**src/rtl/arl_pkg.sv**
```systemverilog
package arl_pkg;
  typedef enum logic [3:0] {
    A_CSR  = 4'd0,
    A_CNTL = 4'd1,
    A_CNTH = 4'd2,
    A_RLDL = 4'd3,
    A_RLDH = 4'd4,
    A_CAPL = 4'd5,
    A_CAPH = 4'd6,
    A_CMPL = 4'd7,
    A_CMPH = 4'd8
  } reg_addr_e;

  localparam int B_CMPIE = 0;
  localparam int B_OVFIE = 1;
  localparam int B_OVF   = 2;
  localparam int B_SEL0  = 3;
  localparam int B_SEL1  = 4;
  localparam int B_ICIE  = 5;
  localparam int B_ICF   = 6;
  localparam int B_CMPF  = 7;
endpackage

```
**src/rtl/arl_src_sel.sv**
```systemverilog
module arl_src_sel #(
  parameter int N_SRC = 3,
  parameter int SEL_W = 2
) (
  input  logic [N_SRC-1:0] src_tick,
  input  logic [SEL_W-1:0] sel,
  output logic             tick
);
  localparam int N_ENT = 1 << SEL_W;

  logic [N_ENT-1:0] en_vec;

  // Entry 0 is the "off" setting; unused codes above N_SRC never count.
  for (genvar g = 0; g < N_ENT; g++) begin : g_ent
    if (g == 0 || g > N_SRC) begin : g_zero
      assign en_vec[g] = 1'b0;
    end else begin : g_src
      assign en_vec[g] = src_tick[g-1];
    end
  end

  assign tick = en_vec[sel];
endmodule

```
**src/rtl/arl_counter.sv**
```systemverilog
module arl_counter #(
  parameter int CNT_W = 12,
  parameter int SEL_W = 2
) (
  input  logic             clk,
  input  logic             rst_n,
  input  logic             tick,
  input  logic [SEL_W-1:0] sel_req,
  input  logic [CNT_W-1:0] reload,
  input  logic [CNT_W-1:0] cmp_val,
  output logic [CNT_W-1:0] cnt,
  output logic [SEL_W-1:0] sel_act,
  output logic             ovf_evt,
  output logic             cmp_evt
);
  localparam logic [CNT_W-1:0] MAXV = {CNT_W{1'b1}};

  logic             at_max;
  logic [CNT_W-1:0] cnt_nxt;

  assign at_max  = (cnt == MAXV);
  assign cnt_nxt = at_max ? reload : cnt + 1'b1;
  assign ovf_evt = tick & at_max;
  assign cmp_evt = tick & (cnt_nxt == cmp_val);

  always_ff @(posedge clk) begin
    if (!rst_n) begin
      cnt     <= '0;
      sel_act <= '0;
    end else begin
      if (tick) cnt <= cnt_nxt;
      // A running source is only swapped at the period boundary.
      if (ovf_evt || sel_act == '0) sel_act <= sel_req;
    end
  end
endmodule

```
**src/rtl/arl_capture.sv**
```systemverilog
module arl_capture #(
  parameter int CNT_W = 12
) (
  input  logic             clk,
  input  logic             rst_n,
  input  logic             cap_evt,
  input  logic             clr,
  input  logic [CNT_W-1:0] cnt,
  output logic [CNT_W-1:0] cap_val,
  output logic             icf
);
  always_ff @(posedge clk) begin
    if (!rst_n) begin
      cap_val <= '0;
      icf     <= 1'b0;
    end else begin
      if (cap_evt) cap_val <= cnt;
      // A new capture wins over a clearing read in the same cycle.
      icf <= cap_evt | (icf & ~clr);
    end
  end
endmodule

```
**src/rtl/arl_timer.sv**
```systemverilog
module arl_timer #(
  parameter int CNT_W = 12,
  parameter int N_SRC = 3
) (
  input  logic             clk,
  input  logic             rst_n,
  input  logic [N_SRC-1:0] src_tick,
  input  logic             cap_evt,
  input  logic [3:0]       bus_addr,
  input  logic             bus_wr,
  input  logic             bus_rd,
  input  logic [7:0]       bus_wdata,
  output logic [7:0]       bus_rdata,
  output logic             irq
);
  import arl_pkg::*;

  localparam int SEL_W = $clog2(N_SRC + 1);

  logic             icie, ovfie, cmpie;
  logic [SEL_W-1:0] sel_req, sel_act;
  logic             ovf_flag, cmpf;
  logic [CNT_W-1:0] reload, cmp_val, cnt, cap_val;
  logic [7:0]       cnt_hi_sh;
  logic             tick, ovf_evt, cmp_evt, icf;
  logic             rd_csr, cap_clr, csr_wr;
  logic [15:0]      cnt_x, rld_x, cap_x, cmp_x;
  logic [7:0]       csr_view, rd_val;

  arl_src_sel #(.N_SRC(N_SRC), .SEL_W(SEL_W)) u_sel (
    .src_tick (src_tick),
    .sel      (sel_act),
    .tick     (tick)
  );

  arl_counter #(.CNT_W(CNT_W), .SEL_W(SEL_W)) u_cnt (
    .clk     (clk),
    .rst_n   (rst_n),
    .tick    (tick),
    .sel_req (sel_req),
    .reload  (reload),
    .cmp_val (cmp_val),
    .cnt     (cnt),
    .sel_act (sel_act),
    .ovf_evt (ovf_evt),
    .cmp_evt (cmp_evt)
  );

  arl_capture #(.CNT_W(CNT_W)) u_cap (
    .clk     (clk),
    .rst_n   (rst_n),
    .cap_evt (cap_evt),
    .clr     (cap_clr),
    .cnt     (cnt),
    .cap_val (cap_val),
    .icf     (icf)
  );

  assign cnt_x = 16'(cnt);
  assign rld_x = 16'(reload);
  assign cap_x = 16'(cap_val);
  assign cmp_x = 16'(cmp_val);

  assign rd_csr  = bus_rd && (bus_addr == A_CSR);
  assign cap_clr = bus_rd && (bus_addr == A_CAPL || bus_addr == A_CAPH);
  assign csr_wr  = bus_wr && (bus_addr == A_CSR);

  always_comb begin
    csr_view          = '0;
    csr_view[B_CMPF]  = cmpf;
    csr_view[B_ICF]   = icf;
    csr_view[B_ICIE]  = icie;
    csr_view[B_SEL1]  = sel_req[1];
    csr_view[B_SEL0]  = sel_req[0];
    csr_view[B_OVF]   = ovf_flag;
    csr_view[B_OVFIE] = ovfie;
    csr_view[B_CMPIE] = cmpie;
  end

  always_comb begin
    case (bus_addr)
      A_CSR:   rd_val = csr_view;
      A_CNTL:  rd_val = cnt_x[7:0];
      A_CNTH:  rd_val = cnt_hi_sh;
      A_RLDL:  rd_val = rld_x[7:0];
      A_RLDH:  rd_val = rld_x[15:8];
      A_CAPL:  rd_val = cap_x[7:0];
      A_CAPH:  rd_val = cap_x[15:8];
      A_CMPL:  rd_val = cmp_x[7:0];
      A_CMPH:  rd_val = cmp_x[15:8];
      default: rd_val = '0;
    endcase
  end

  // Control bits and the programmable values.
  always_ff @(posedge clk) begin
    if (!rst_n) begin
      icie    <= 1'b0;
      ovfie   <= 1'b0;
      cmpie   <= 1'b0;
      sel_req <= '0;
      reload  <= '0;
      cmp_val <= '0;
    end else if (bus_wr) begin
      case (bus_addr)
        A_CSR: begin
          icie    <= bus_wdata[B_ICIE];
          sel_req <= bus_wdata[B_SEL1:B_SEL0];
          ovfie   <= bus_wdata[B_OVFIE];
          cmpie   <= bus_wdata[B_CMPIE];
        end
        A_RLDL: reload  <= CNT_W'({rld_x[15:8], bus_wdata});
        A_RLDH: reload  <= CNT_W'({bus_wdata, rld_x[7:0]});
        A_CMPL: cmp_val <= CNT_W'({cmp_x[15:8], bus_wdata});
        A_CMPH: cmp_val <= CNT_W'({bus_wdata, cmp_x[7:0]});
        default: ;
      endcase
    end
  end

  // Read-cleared flags: a fresh event in the clearing cycle is kept.
  always_ff @(posedge clk) begin
    if (!rst_n) begin
      ovf_flag <= 1'b0;
      cmpf     <= 1'b0;
    end else begin
      ovf_flag <= ovf_evt | (ovf_flag & ~rd_csr);
      cmpf     <= cmp_evt | (cmpf & ~rd_csr);
    end
  end

  // Read data register and the counter high-byte shadow.
  always_ff @(posedge clk) begin
    if (!rst_n) begin
      bus_rdata <= '0;
      cnt_hi_sh <= '0;
    end else if (bus_rd) begin
      bus_rdata <= rd_val;
      if (bus_addr == A_CNTL) cnt_hi_sh <= cnt_x[15:8];
    end
  end

  assign irq = (ovf_flag & ovfie) | (icf & icie) | (cmpf & cmpie);
endmodule

```
**config.mk**
```make
export PLATFORM = sky130hd
export DESIGN_NAME = arl_timer
export DESIGN_NICKNAME = d
export VERILOG_FILES = /design/src/rtl/arl_pkg.sv /design/src/rtl/arl_src_sel.sv /design/src/rtl/arl_counter.sv /design/src/rtl/arl_capture.sv /design/src/rtl/arl_timer.sv
export SDC_FILE = /design/constraint.sdc
export NUM_CORES = 1
export LEC_CHECK = 0
export ABC_AREA = 1
export BUFFER_PORTS_ARGS = -buffer_cell sky130_fd_sc_hd__buf_2
export CAP_MARGIN = 20
export CORE_MARGIN = 2
export CORE_UTILIZATION = 54
export DETAILED_ROUTE_END_ITERATION = 7
export GPL_ROUTABILITY_DRIVEN = 0
export GPL_TIMING_DRIVEN = 0
export PLACE_DENSITY = 0.79
export SYNTH_ARGS = -nofsm -noshare
export SYNTH_HDL_FRONTEND = slang
export SYNTH_SLANG_ARGS = --single-unit
```
**constraint.sdc**
```tcl
create_clock -name clk -period 2 [get_ports clk]
set_clock_uncertainty 0.2 [all_clocks]
set_input_delay 0.4 -clock clk [delete_from_list [all_inputs] [get_ports clk]]
set_output_delay 0.4 -clock clk [all_outputs]
set_load 0.005 [all_outputs]
```
==> out/qor.yml <==
max_cap_viol_count: 0
vias: 3963
failed_checks: "setup timing"
run_status: "complete, but fails checks"
pin_count_of_the_biggest_net_entering_global_routing: 13
power.ir.vdd_worst_mv: 0.7012
p_leak_nw: 1.742
ant_nets: 0
place.port_buffers: 28
h_tree_lvl_count: 3
clkSlewWorstSetupHoldPaths_ps: 70
layout.core_utilization_pct: 66.46
post-layout-total-power_mw: 3.005
setup.worst_path.class: "register to register"
timing_worst_slew_pin_value_ps: 574.8
die_w_um: 85.44
dr_iter_0_viols: 375
grt_antenna_before_repair: 0
clkLatencyLatePin_ps: 350
grt_util_all_layers_pct: 31.78
area_growth_pct: 18.52
numClockSinks: 70
tritoncts: "built"
ff_latch_count_synth: 70
nFillCells: 581
netlist-cell-type-count: 33
syn_avg_cell_area_um2: 6.756
drt-pass1-iter-count: 6
postSynthNetCount: 551
initial_utilization_pct: 56.07
finalNetCount: 602
worstPathMaxFanout: 8
remaining_drc_errors: 0
setup_viol_count_final: 1
fp.dieH_um: 85.44
detail_route.wirelength_um: 11140
timing.final.ws_setup_ps: -70.61
setup.worst_path.start_class: "register"
numCtsBuffers: 9
ys_async_sr_fraction_pct: 0
die_area_mm2: 0.007299
routedWlPerCell_um: 16.81
layout_common_cells: "140 x sky130_fd_sc_hd__nand2_1, 72 x sky130_fd_sc_hd__a21oi_1, 63 x sky130_fd_sc_hd__dfxtp_1"
gr-total-overflow: 0
timing.final.hold_violations: 0
relSlewSlack_pct: 61.68
synthesis.yosys.warnings: 0
grt_pass1_wl_um: 17810
cp-end-kind: "register"
final_max_slew_viol_count: 0
fmaxAchievable_mhz: 483.0
clock_path_buffers: 2
boundaryPins: 29
syn-instance-count: 530
first_global_vias: 3627
diodes: 0
cell_at_the_root_of_the_clock_tree: "sky130_fd_sc_hd__clkbuf_8"
post-dp-hpwl_um: 8191
seq_area_frac_synth_pct: 39.13
synth_enable_flop_cells: 0
min-delay-path-class: "input port to register"
worst_ep_arrival_time_ps: 2160
worstPathRequired_ps: 2090
std_cell_rows: 29
floorplan.core_area_mm2: 0.006386
mostFrequentLayoutCell: "sky130_fd_sc_hd__nand2_1"
synth_ff_type: "sky130_fd_sc_hd__dfxtp_1"
final_layout_size_suffix_gt1_share_pct: 16.55
powerDensity_mw_per_mm2: 708.0
post_drt_via_cell_ratio: 5.977
post-route-period-util_pct: 103.5
period_minus_slack_ps: 2071
cell_area_after_technology_mapping_mm2: 0.003581
tns_ps: -70.61
rsz0062_at_grt: "true"
[path summary, 6_finish.rpt]
path	cells past startpoint	start	slack, ps	end
min	3	bus_wdata[7]	110	cmp_val[7]
min reg2reg	2	bus_rdata[0]	260	bus_rdata[0]
max reg2reg	10	u_cnt.cnt[8]	-70	cmpf
max	10	u_cnt.cnt[8]	-70	cmpf
[worst max-delay path, stage by stage (launching register included)]
cell                      delay (ps)
sky130_fd_sc_hd__dfxtp_2         410
sky130_fd_sc_hd__nand2_1         110
sky130_fd_sc_hd__nor2_4          230
sky130_fd_sc_hd__nand3_4         200
sky130_fd_sc_hd__o21ai_1         260
sky130_fd_sc_hd__nor2_1           70
sky130_fd_sc_hd__nor2_1          100
sky130_fd_sc_hd__nand2_1          70
sky130_fd_sc_hd__nor2_2          150
sky130_fd_sc_hd__nand3_2         100
sky130_fd_sc_hd__a21oi_2         120
[per-stage QoR]
stage          instances  instance area, um^2  hold slack (ps)  setup WS (ps)
2_1_floorplan        530                 3581            230.1          87.00
3_3_place_gp         635                 3817            249.8         -314.9
3_5_place_dp         635                 3817            252.5         -319.4
4_1_cts              661                 4192            101.5         -29.29
5_1_grt              663                 4244            130.1         -169.9
6_report             663                 4244            110.5         -70.61
[flip-flops by register name, summed over array words and instances (netlist names)]
name / cells
bus_rdata: 8
cmp_val: 12
cmpf: 1
cmpie: 1
cnt_hi_sh: 4
icie: 1
ovf_flag: 1
ovfie: 1
reload: 12
sel_req: 2
u_cap.cap_val: 12
u_cap.icf: 1
u_cnt.cnt: 12
u_cnt.sel_act: 2
[layer usage]
layer | GRT usage (%) | vias to the layer above | routed length (um)
met1 | 40.36 | 1811 | 4645
met4 | 16.74 | 0 | 556
met5 | 0 | - | 0
li1 | - | 1871 | -
met2 | 50.71 | 223 | 5022
met3 | 6.615 | 58 | 919
[Yosys cell counts, types with 4 or more instances]
cell | count | share of area [%]
sky130_fd_sc_hd__a21oi_1 | 72 | 10
sky130_fd_sc_hd__inv_1 | 61 | 6.4
sky130_fd_sc_hd__dfxtp_1 | 70 | 39
sky130_fd_sc_hd__nor2_1 | 22 | 2.3
sky130_fd_sc_hd__nand3_1 | 37 | 5.2
sky130_fd_sc_hd__nand4_1 | 7 | 1.2
sky130_fd_sc_hd__a211oi_1 | 6 | 1.3
sky130_fd_sc_hd__nand2_1 | 144 | 15
sky130_fd_sc_hd__o221ai_1 | 4 | 0.98
sky130_fd_sc_hd__clkbuf_1 | 15 | 1.6
sky130_fd_sc_hd__o211ai_1 | 5 | 1.0
sky130_fd_sc_hd__o21ai_0 | 48 | 6.7
sky130_fd_sc_hd__o22ai_1 | 7 | 1.2
[power breakdown]
part | total [mW] | internal (mW) | switching [mW]
logic | 0.232 | 0.0701 | 0.162
registers | 1.45 | 1.43 | 0.0261
clock network | 1.32 | 0.770 | 0.550
[cell type report]
| class | instances | area [um^2] | area share [%] |
|---|---|---|---|
| inverters | 66 | 247.7 | 5.837 |
| clock buffers | 11 | 151.4 | 3.567 |
| flip-flops and latches | 70 | 1413 | 33.28 |
| well taps | 77 | 96.34 | 2.270 |
| repair buffers | 40 | 254.0 | 5.985 |
| plain buffers | 17 | 81.33 | 1.916 |
| multi-input cells | 377 | 1919 | 45.22 |
| clock inverters | 5 | 81.33 | 1.916 |
[repair_timing]
action	4_1_cts	5_1_grt
gates cloned	1	0
hold buffers	0	0
gates resized for setup	18	17
buffers inserted	9	2
endpoints found under the setup margin	2	14
pin swaps	10	4
[kinds of logic (layout without fill, tap and decap cells)]
kind of cell	count (synthesis)	in the layout	share of synthesized area, %
compound gates	153	153	23.93
xor+xnor	2	2	0.4893
buf+inv	83	139	9.015
flops	70	70	39.13
fa+ha+maj	1	1	0.3494
simple gates	221	221	27.08
No activity file was read; power rests on OpenSTA's default activity.
